===== config.mk =====
export PLATFORM = sky130hd
export DESIGN_NAME = rt_route_regs
export DESIGN_NICKNAME = d
export VERILOG_FILES = /design/src/rtl/rt_route_pkg.sv /design/src/rtl/rt_wr_decode.sv /design/src/rtl/rt_entry.sv /design/src/rtl/rt_rd_mux.sv /design/src/rtl/rt_route_regs.sv
export SDC_FILE = /design/constraint.sdc
export NUM_CORES = 1
export LEC_CHECK = 0
export BUFFER_PORTS_ARGS = -buffer_cell sky130_fd_sc_hd__buf_2
export CORE_ASPECT_RATIO = 0.9
export CORE_MARGIN = 2
export CORE_UTILIZATION = 56
export DETAILED_ROUTE_END_ITERATION = 10
export PLACE_DENSITY = 0.79
export REMOVE_ABC_BUFFERS = 1
export SLEW_MARGIN = 20
export SYNTH_ARGS = -nofsm -noshare
export SYNTH_HDL_FRONTEND = slang
export SYNTH_HIERARCHICAL = 1
export SYNTH_SLANG_ARGS = --single-unit

===== constraint.sdc =====
create_clock -name clk -period 3.2 [get_ports clk]
set_input_delay 0.48 -clock clk [delete_from_list [all_inputs] [get_ports clk]]
set_output_delay 0.48 -clock clk [all_outputs]
set_load 0.02 [all_outputs]

===== src/rtl/rt_route_pkg.sv =====
package rt_route_pkg;
  localparam int MAP_W     = 8;
  localparam int TGT_W     = 3;
  localparam int PRIV_IRQS = 32;

  typedef logic [MAP_W-1:0] map_t;
  typedef logic [TGT_W-1:0] tgt_t;

  // Index of the lowest set bit; zero map selects processor 0.
  function automatic tgt_t lowest_set(input map_t m);
    tgt_t r;
    r = '0;
    for (int b = MAP_W - 1; b >= 0; b--) begin
      if (m[b]) r = tgt_t'(b);
    end
    return r;
  endfunction

  // One-hot bitmap for a single processor.
  function automatic map_t cpu_bit(input tgt_t c);
    return map_t'(1) << c;
  endfunction
endpackage


===== src/rtl/rt_wr_decode.sv =====
module rt_wr_decode
  import rt_route_pkg::*;
#(
  parameter int NUM_IRQ = 64,
  parameter int ADDR_W  = $clog2(NUM_IRQ) + 1
) (
  input  logic                     wr_fire,
  input  logic                     req_size,
  input  logic [ADDR_W-1:0]        req_addr,
  input  logic [31:0]              req_wdata,
  output logic [NUM_IRQ-1:0]       wr_en,
  output logic [NUM_IRQ*MAP_W-1:0] wr_map
);
  localparam int GRP_W = ADDR_W - 2;

  for (genvar i = 0; i < NUM_IRQ; i++) begin : g_irq
    localparam int GRP  = i / 4;
    localparam int LANE = i % 4;
    logic hit_word;
    logic hit_byte;

    assign hit_word = req_size && (req_addr[ADDR_W-1:2] == GRP_W'(GRP));
    assign hit_byte = !req_size && (req_addr == ADDR_W'(i));
    assign wr_map[i*MAP_W +: MAP_W] = req_size ? req_wdata[LANE*MAP_W +: MAP_W]
                                               : req_wdata[MAP_W-1:0];
    if (i < PRIV_IRQS) begin : g_priv
      assign wr_en[i] = 1'b0;
    end else begin : g_shared
      assign wr_en[i] = wr_fire && (hit_word || hit_byte);
    end
  end
endmodule


===== src/rtl/rt_entry.sv =====
module rt_entry
  import rt_route_pkg::*;
(
  input  logic clk,
  input  logic rst_n,
  input  logic wr_en,
  input  map_t wr_map,
  output map_t map_q,
  output tgt_t tgt_q
);
  always_ff @(posedge clk or negedge rst_n) begin
    if (!rst_n) begin
      map_q <= '0;
      tgt_q <= '0;
    end else if (wr_en) begin
      map_q <= wr_map;
      tgt_q <= lowest_set(wr_map);
    end
  end
endmodule


===== src/rtl/rt_rd_mux.sv =====
module rt_rd_mux
  import rt_route_pkg::*;
#(
  parameter int NUM_IRQ = 64,
  parameter int ADDR_W  = $clog2(NUM_IRQ) + 1
) (
  input  logic                     req_size,
  input  logic [ADDR_W-1:0]        req_addr,
  input  tgt_t                     req_cpu,
  input  logic [NUM_IRQ*MAP_W-1:0] maps,
  output logic [31:0]              rdata
);
  function automatic map_t lookup(input logic [ADDR_W-1:0] idx, input tgt_t cpu,
                                  input logic [NUM_IRQ*MAP_W-1:0] m);
    map_t r;
    r = '0;
    if (idx >= ADDR_W'(NUM_IRQ)) r = '0;
    else if (idx < ADDR_W'(PRIV_IRQS)) r = cpu_bit(cpu);
    else r = m[int'(idx)*MAP_W +: MAP_W];
    return r;
  endfunction

  for (genvar k = 0; k < 4; k++) begin : g_lane
    logic [ADDR_W-1:0] idx;
    logic              lane_on;
    assign idx     = req_size ? {req_addr[ADDR_W-1:2], 2'(k)} : req_addr;
    assign lane_on = req_size || (k == 0);
    assign rdata[k*MAP_W +: MAP_W] = lane_on ? lookup(idx, req_cpu, maps) : '0;
  end
endmodule


===== src/rtl/rt_route_regs.sv =====
module rt_route_regs
  import rt_route_pkg::*;
#(
  parameter int NUM_IRQ = 64
) (
  input  logic                               clk,
  input  logic                               rst_n,
  input  logic                               req_valid,
  input  logic                               req_write,
  input  logic                               req_size,
  input  logic [$clog2(NUM_IRQ):0]           req_addr,
  input  logic [31:0]                        req_wdata,
  input  logic [2:0]                         req_cpu,
  output logic                               rsp_valid,
  output logic [31:0]                        rsp_rdata,
  output logic [NUM_IRQ*3-1:0]               tgt_idx
);
  localparam int ADDR_W = $clog2(NUM_IRQ) + 1;

  // Named internal events.
  logic                     wr_fire;
  logic                     rd_fire;
  logic [NUM_IRQ-1:0]       wr_en;
  logic [NUM_IRQ*MAP_W-1:0] wr_map;
  logic [NUM_IRQ*MAP_W-1:0] maps;
  logic [31:0]              rd_data;

  assign wr_fire = req_valid && req_write;
  assign rd_fire = req_valid && !req_write;

  rt_wr_decode #(.NUM_IRQ(NUM_IRQ), .ADDR_W(ADDR_W)) dec_i (
    .wr_fire  (wr_fire),
    .req_size (req_size),
    .req_addr (req_addr),
    .req_wdata(req_wdata),
    .wr_en    (wr_en),
    .wr_map   (wr_map)
  );

  for (genvar i = 0; i < NUM_IRQ; i++) begin : g_ent
    if (i < PRIV_IRQS) begin : g_priv
      assign maps[i*MAP_W +: MAP_W]    = '0;
      assign tgt_idx[i*TGT_W +: TGT_W] = '0;
    end else begin : g_shared
      rt_entry ent_i (
        .clk   (clk),
        .rst_n (rst_n),
        .wr_en (wr_en[i]),
        .wr_map(wr_map[i*MAP_W +: MAP_W]),
        .map_q (maps[i*MAP_W +: MAP_W]),
        .tgt_q (tgt_idx[i*TGT_W +: TGT_W])
      );
    end
  end

  rt_rd_mux #(.NUM_IRQ(NUM_IRQ), .ADDR_W(ADDR_W)) mux_i (
    .req_size(req_size),
    .req_addr(req_addr),
    .req_cpu (req_cpu),
    .maps    (maps),
    .rdata   (rd_data)
  );

  always_ff @(posedge clk or negedge rst_n) begin
    if (!rst_n) begin
      rsp_valid <= 1'b0;
      rsp_rdata <= '0;
    end else begin
      rsp_valid <= rd_fire;
      rsp_rdata <= rd_fire ? rd_data : '0;
    end
  end
endmodule


* Word level (Yosys, flattened, before mapping)
Index checks and enable logic that the tools add are counted.
Cells by class: magnitude comparators 8, muxes and demuxes 51, equal/unequal tests 40, shift operators 5, reductions and logical operators 108
Operators by type and width (number):
- $shiftx A512 B11 Y8 | 4
- $eq A7 B6 Y1 const B | 32
- $mux W8 | 14
- $mux W3 | 32
- $logic_and A1 B1 Y1 | 74
- $eq A5 B4 Y1 const B | 8
- $logic_or A1 B1 Y1 | 32
- $mux W32 | 1
- $ge A7 B7 Y1 const B | 4
- $lt A7 B6 Y1 const B | 4
- $mux W2 | 4
- $shl A1 B3 Y8 const A | 1
- $logic_not A1 Y1 | 2
Word-level totals: word-level logic and storage cells 278, input port bits 47, flip-flop bits (word level) 385

* Logic depth before layout (Yosys ltp)
Gate-level depths: netlist of run 1.
depth after elaboration 9, mapped depth 10

* Modules after synthesis
The synthesis of run 1 kept the hierarchy.
Modules (own cells, without submodules):
- rt_entry | cells each 41, area each 473.0 µm², sequential area each 275.3 µm², instances 32
- rt_rd_mux | cells each 1373, area each 8139.1 µm², sequential area each 0.0 µm², instances 1
- rt_wr_decode | cells each 633, area each 4654.5 µm², sequential area each 0.0 µm², instances 1
- rt_route_regs | cells each 170, area each 1873.0 µm², sequential area each 825.8 µm², instances 1

* Worst setup path before layout of run 1
Ideal clock, no wire load.
kind input to register, start point in req_addr[4], end point reg g_ent[39].g_shared.ent_i.map_q[5], setup slack 1.004 ns, data arrival time 2.071 ns, data required time 3.075 ns, library setup time 0.125 ns, path buffers 4, stages 7, cell sequence or3b_1 buf_6 buf_12 nor4_2 buf_2 buf_2 mux2_2
Between the ends: longest elaborated chain between the ends 4, elaborated cells between the ends (all ways) 6, those cells by class eq/ne (2); reduce/logical (4)
RTL lines:
- start, declared | line rt_route_regs.sv:11 | input logic [$clog2(NUM_IRQ):0] req_addr,
- $eq A7 B6 Y1 / $eq A5 B4 Y1 (equally long branches) | line rt_wr_decode.sv:23, rt_wr_decode.sv:22
- $logic_and A1 B1 Y1 (on tied branches) | line rt_wr_decode.sv:23, rt_wr_decode.sv:22
- $logic_or A1 B1 Y1 * | line rt_wr_decode.sv:29 | assign wr_en[i] = wr_fire && (hit_word || hit_byte);
- $logic_and A1 B1 Y1 * | line rt_wr_decode.sv:29
- net wr_en[39] | line rt_route_regs.sv:23 | logic [NUM_IRQ-1:0] wr_en;
- end signal, assigned | line rt_entry.sv:16 | map_q <= wr_map;
- end, declared | line rt_entry.sv:8 | output map_t map_q,
Mark *: on every way through the listed nets, which the timed path passes. The rest lies on a longest branch. A chain may end at the register's enable or synchronous reset.

* Worst setup path in the final report of run 1
start point in req_valid, end point reg g_ent[49].g_shared.ent_i.map_q[7]
Between the ends: longest elaborated chain between the ends 2
RTL lines:
- start, declared | line rt_route_regs.sv:8 | input logic req_valid,
- $logic_and A1 B1 Y1 | line rt_route_regs.sv:28 | assign wr_fire = req_valid && req_write;
- net wr_fire | line rt_route_regs.sv:21 | logic wr_fire;
- $logic_and A1 B1 Y1 | line rt_wr_decode.sv:29
- net wr_en[49] | line rt_route_regs.sv:23
- end signal, assigned | line rt_entry.sv:16
- end, declared | line rt_entry.sv:8
The timed path passes the listed nets, and every way through them passes these cells.

==> qor.yml, run 1 <==
clock_sinks: 385
post-route-util: 0.600
ios: 272
grt_pass1_wl_mm: 150
startpoint_type: "input port"
final_cell_area_sq_um: 29500
ctsHtreeMaxLevel: 2
viasPerCell: 6.73
grt_setup_unrepaired: "false"
synth_area_sq_um: 27800
layout-drive-gt1-share: 0.265
drt_iter0_markers: 3678
total_leakage_power_nw: 13.3
power.density_nw_per_um2: 498
whs_ps: 344
hp-class: "in2reg"
ant_nets: 0
num_rows: 77
clk_latency_ps: 600
totalWireLength_mm: 101
drv_cap: 0
dpl_worst_slack_ps: 278
final_nets: 3177
cts_tree: "yes"
cp_slowest_stage_delay_ps: 840
syn_to_final_growth_pct: 5.94
max-clock-path-buffers: 3
post-dp-hpwl_mm: 68.1
cp_max_fo: 32
tightest_slew_ps: 1030
cts_buffers: 45
dpl_cell_area_sq_um: 28000
postSynthAreaPerCell_sq_um: 8.63
die-height_microns: 215
io_buffers: 175
crit_required_ps: 3660
wire_per_inst_microns: 26.5
finalSetupViolCount: 0
cp-end-kind: "register"
hold_violations: 0
clockRootBuffer: "clkbuf_16"
fin_crit_ps: 2500
track_usage: 0.382
path_cells: "buf_2, and2_1, clkinv_2, a2111oi_2, buf_4, mux2_2"
grt_pass1_vias: 24403
p_total_mw: 14.7
synth_cells: 3223
dp.cells: 3714
start_util: 0.566
clkSlewWorstSetupHoldPaths_ps: 60
antenna_found_initial: 4
fin_ws_ps: 701
vias: 25580
cp_slowest_cell: "a2111oi_2"
fin_cells: 3799
ys_warn_count: 6
die_x_microns: 239
grt_max_degree: 76
core_sq_um: 49100
slew_headroom: 0.310
overflow: 0
period_share: 0.781
crit_arrival_ps: 2960
slew_viol_final: 0
drtPass1Iterations: 8
peakVddDrop_v: 0.000377
gp_congestion: 0.992
tns_ps: 0
drc: 0
status: "complete, no violations"
worstSetupPathType: "in2reg"
finalClockSkew_ps: 27.2
max_freq_mhz: 400
dieArea_sq_um: 51500
## layout by cell type (no fill, tap or decap), types with 32 or more instances in the layout
cell type	instances
o22ai_1	37
a21oi_1	146
nand2_1	469
nand2b_1	46
a31oi_1	131
a22oi_1	69
conb_1	96
or4_1	32
inv_1	169
nand4_1	33
o21ai_1	32
o21ai_0	141
nor2_1	149
clkbuf_16	47
mux2_2	339
dfrtp_1	385
o211ai_1	70
buf_2	172
a221o_1	34
buf_4	144
nand3_1	49
mux2i_1	33
and3b_1	32
o31a_2	32
## sequential cells by signal (all words and copies together), names as in the netlist
name	count
rsp_valid	1
g_ent.g_shared.ent_i/map_q	256
g_ent.g_shared.ent_i/tgt_q	96
rsp_rdata	32
## area by class of cell
type	instances	area, sq um
Inverter	173	651
Clock inverter	21	199
Timing Repair Buffer	345	2500
Sequential cell	385	9630
Clock buffer	61	1300
Antenna cell	2	5.00
Tap cell	632	791
Fill cell	4106	19700
Multi-Input combinational cell	2180	14400
## power breakdown
part	switching, mW	total, mW	internal (mW)
Sequential	0.597	6.01	5.41
Combinational	2.13	3.36	1.23
Clock	2.21	5.30	3.09
Total	4.94	14.7	9.73
## critical path, delay by kind of cell
kind	cells	cell delay [ps]
AOI/OAI and AO/OA	1	840
buffers and inverters	3	1090
muxes	1	360
and+or+nand+nor	1	140
## final timing paths
kind	cells after the start	endpoint	start	slack, ps
max	6	g_ent[49].g_shared.ent_i/map_q[7]	req_valid	700
min	3	g_ent[60].g_shared.ent_i/map_q[0]	req_wdata[0]	340
max reg2reg	6	rsp_rdata[13]	g_ent[43].g_shared.ent_i/map_q[5]	1180
min reg2reg	2	g_ent[52].g_shared.ent_i/tgt_q[2]	g_ent[52].g_shared.ent_i/tgt_q[2]	510
max in group asynchronous	3	g_ent[50].g_shared.ent_i/map_q[5]	rst_n	1770
min in group asynchronous	2	g_ent[57].g_shared.ent_i/tgt_q[2]	rst_n	470
## metal layers
layer	wire, microns	GRT usage	part of all wire	vias up
met4	5360	0.192	0.053	0
met1	39300	0.519	0.39	12572
met3	11200	0.0770	0.11	364
li1	-	-	-	10899
met5	0	0	0	-
met2	44800	0.580	0.44	1745
## what timing repair did
action / CTS / global route
hold buffers: 1 / 0
setup buffers: 0 / 0
endpoints found under the hold margin: 68 / 0
gates resized for setup: 0 / 0
(Power assumes the default switching activity.)
==> run 2, diff against run 1 <==
Clock period 3.2 ns to 2.4 ns, I/O delays scaled along.
==> run 2 against run 1 <==
  * Die area unchanged
  * Clock-buffer cell count decreased by 8
  * Total power increased by 38%
  * Final area increased by 5.9%
  * Sequential cell count unchanged
  * Critical path depth increased by 3
  * Global-route usage increased by 2.3 points
  * Register-to-register slack got worse by 920 ps
  * Clock skew decreased by 2.8 ps
  * Largest cell class unchanged
  * Worst hold slack got worse by 210 ps
  * Utilization increased by 3.5 points
==> qor.yml, run 2 (same netlist as run 1, synthesis figures left out) <==
status: "complete, no violations"
syn_to_final_growth_pct: 12.2
final_cell_mix: "nand2_1, dfrtp_1, mux2_2"
post-route-util: 0.635  # +0.0353
cts_buffers: 43  # -4.4%
cp_slowest_stage_delay_ps: 510  # -330 ps
peakVddDrop_v: 0.000526  # +39%
cts_tree: "yes"
worstHoldEndpoint: "g_ent[36].g_shared.ent_i/map_q[4]"
dieArea_sq_um: 51500  # unchanged
antenna_found_initial: 2  # -2
cp-end-kind: "register"
finalSetupViolCount: 0  # unchanged
num_rows: 77  # unchanged
grt_setup_unrepaired: "false"
power.share.sequential: 0.397  # -0.013
slew_headroom: 0.493  # +0.183
layout_commonest_cell: "nand2_1"
hold_path_startpoint: "req_wdata[4]"
dp.cells: 3869  # +4.2%
start_util: 0.566  # unchanged
track_usage: 0.405  # +0.0234
rr_startpoint: "g_ent[63].g_shared.ent_i/map_q[1]"
post-dp-hpwl_mm: 76.2  # +12%
wire_per_inst_microns: 26.9  # +1.4%
drt_iter0_markers: 3342  # -9.1%
cp_max_fo: 32  # unchanged
intPower_mw: 13.4  # +38%
fin_crit_ps: 2180
dpl_cell_area_sq_um: 29600  # +6.0%
die_x_microns: 239  # unchanged
final_nets: 3330  # +4.8%
r2r_slack_ps: 260  # -920 ps
die-height_microns: 215  # unchanged
period_share: 0.907
ant_nets: 0  # unchanged
vias: 26083  # +2.0%
ctsHtreeMaxLevel: 2  # unchanged
tightest_slew_ps: 755  # -278 ps
top_layer: "met5"
hold_violations: 0  # unchanged
drtPass1Iterations: 8  # unchanged
clkSlewWorstSetupHoldPaths_ps: 60  # about the same
power_frac_clock: 0.361  # about the same
regMostFlops: "g_ent.g_shared.ent_i/map_q"
fin_cells: 3953  # +4.1%
largest_reg_flops: 256  # unchanged
worstSetupPathType: "in2reg"
p_total_mw: 20.3  # +38%
grt_max_degree: 70  # -7.9%
worst_r2r_endpoint: "rsp_rdata[1]"
core_sq_um: 49100  # unchanged
gp_congestion: 1.01  # +1.7%
grt_pass1_wl_mm: 158  # +5.3%
power_frac_comb: 0.243  # +0.014
reg2regPathDepth: 8  # +2
slew_viol_final: 0  # unchanged
finalClockSkew_ps: 24.4  # -2.80 ps
totalWireLength_mm: 106  # +5.5%
p_sw_frac: 0.338  # +0.000829
tns_ps: 0  # unchanged
io_buffers: 175  # unchanged
viasPerCell: 6.60  # -2.0%
path_cells: "buf_6, buf_4, nor2_4, buf_12, nand2_1, a32oi_1, a21oi_1, nor4_1, and3b_1"
overflow: 0  # unchanged
crit_required_ps: 2930  # -730 ps
max-clock-path-buffers: 3  # unchanged
dr_wl_met2_mm: 49.8  # +11%
drv_cap: 0  # unchanged
hp-class: "in2reg"
drt-met1-wl_mm: 41.0  # +4.2%
cp_slowest_cell: "nor2_4"
p_switching_mw: 6.84  # +38%
min_path_cells: 2  # -1
startpoint_type: "input port"
power.density_nw_per_um2: 649  # +30%
fin_ws_ps: 224  # -477 ps
cts_resized: 0  # unchanged
grt_pass1_vias: 25427  # +4.2%
whs_ps: 135  # -209 ps
ios: 272  # unchanged
clockRootBuffer: "clkbuf_16"
wl_met3_mm: 8.70  # -22%
total_leakage_power_nw: 14.3  # +7.3%
crit_arrival_ps: 2700  # -260 ps
drc: 0  # unchanged
layout-drive-gt1-share: 0.301  # +0.0360
top_regs: "g_ent.g_shared.ent_i/map_q (256), g_ent.g_shared.ent_i/tgt_q (96), rsp_rdata (32)"
dpl_worst_slack_ps: -293  # -571 ps
max_freq_mhz: 460
final_cell_area_sq_um: 31200  # +5.9%
clk_latency_ps: 600  # about the same
clock_sinks: 385  # unchanged
-- run 2: metal layers --
| layer | track usage | vias up |
|---|---|---|
| met4 | 0.231 | 2 |
| met2 | 0.653 | 1654 |
| li1 | - | 11206 |
| met1 | 0.530 | 12855 |
| met3 | 0.0487 | 366 |
| met5 | 0 | - |
-- run 2: repair_timing --
| item | in CTS | in global routing |
|---|---|---|
| endpoints found under the hold margin | 33 | 0 |
| buffers inserted | 0 | 0 |
| hold buffers | 1 | 0 |
| endpoints found under the setup margin | 0 | 0 |
-- run 2: how the worst max path moves through the flow --
| stage | from | end |
|---|---|---|
| final | req_addr[0] | rsp_rdata[13] |
| after global routing | req_addr[0] | rsp_rdata[13] |
| after CTS | req_addr[0] | rsp_rdata[13] |
| after detailed placement | req_addr[0] | rsp_rdata[13] |
| after global placement | req_addr[0] | rsp_rdata[13] |
| after floorplan | req_valid | g_ent[49].g_shared.ent_i/tgt_q[0] |
-- run 2: area by class of cell --
cell class	instances	area, sq um
clock buffers	53	1210
well taps	632	791
flip-flops and latches	385	9630
clock inverters	27	352
fillers	3969	17900
multi-input cells	2180	14400
diodes	3	7.51
inverters	173	649
repair buffers	500	4160
-- run 2: power groups by stage --
stage | Combinational, mW | Sequential (mW) | Clock (mW)
floorplan | 2.31 | 8.15 | 0
global placement | 4.68 | 8.08 | 0
detailed placement | 4.79 | 8.12 | 0
CTS | 4.81 | 8.00 | 7.38
global route | 5.21 | 8.10 | 7.63
finish | 4.92 | 8.03 | 7.31
-- run 2: worst max-delay path, delay by kind of cell --
family                 cells  cell delay (ps)
AO/OA/AOI/OAI              2              300
AND/OR/NAND/NOR            4             1290
buffers and inverters      3              680
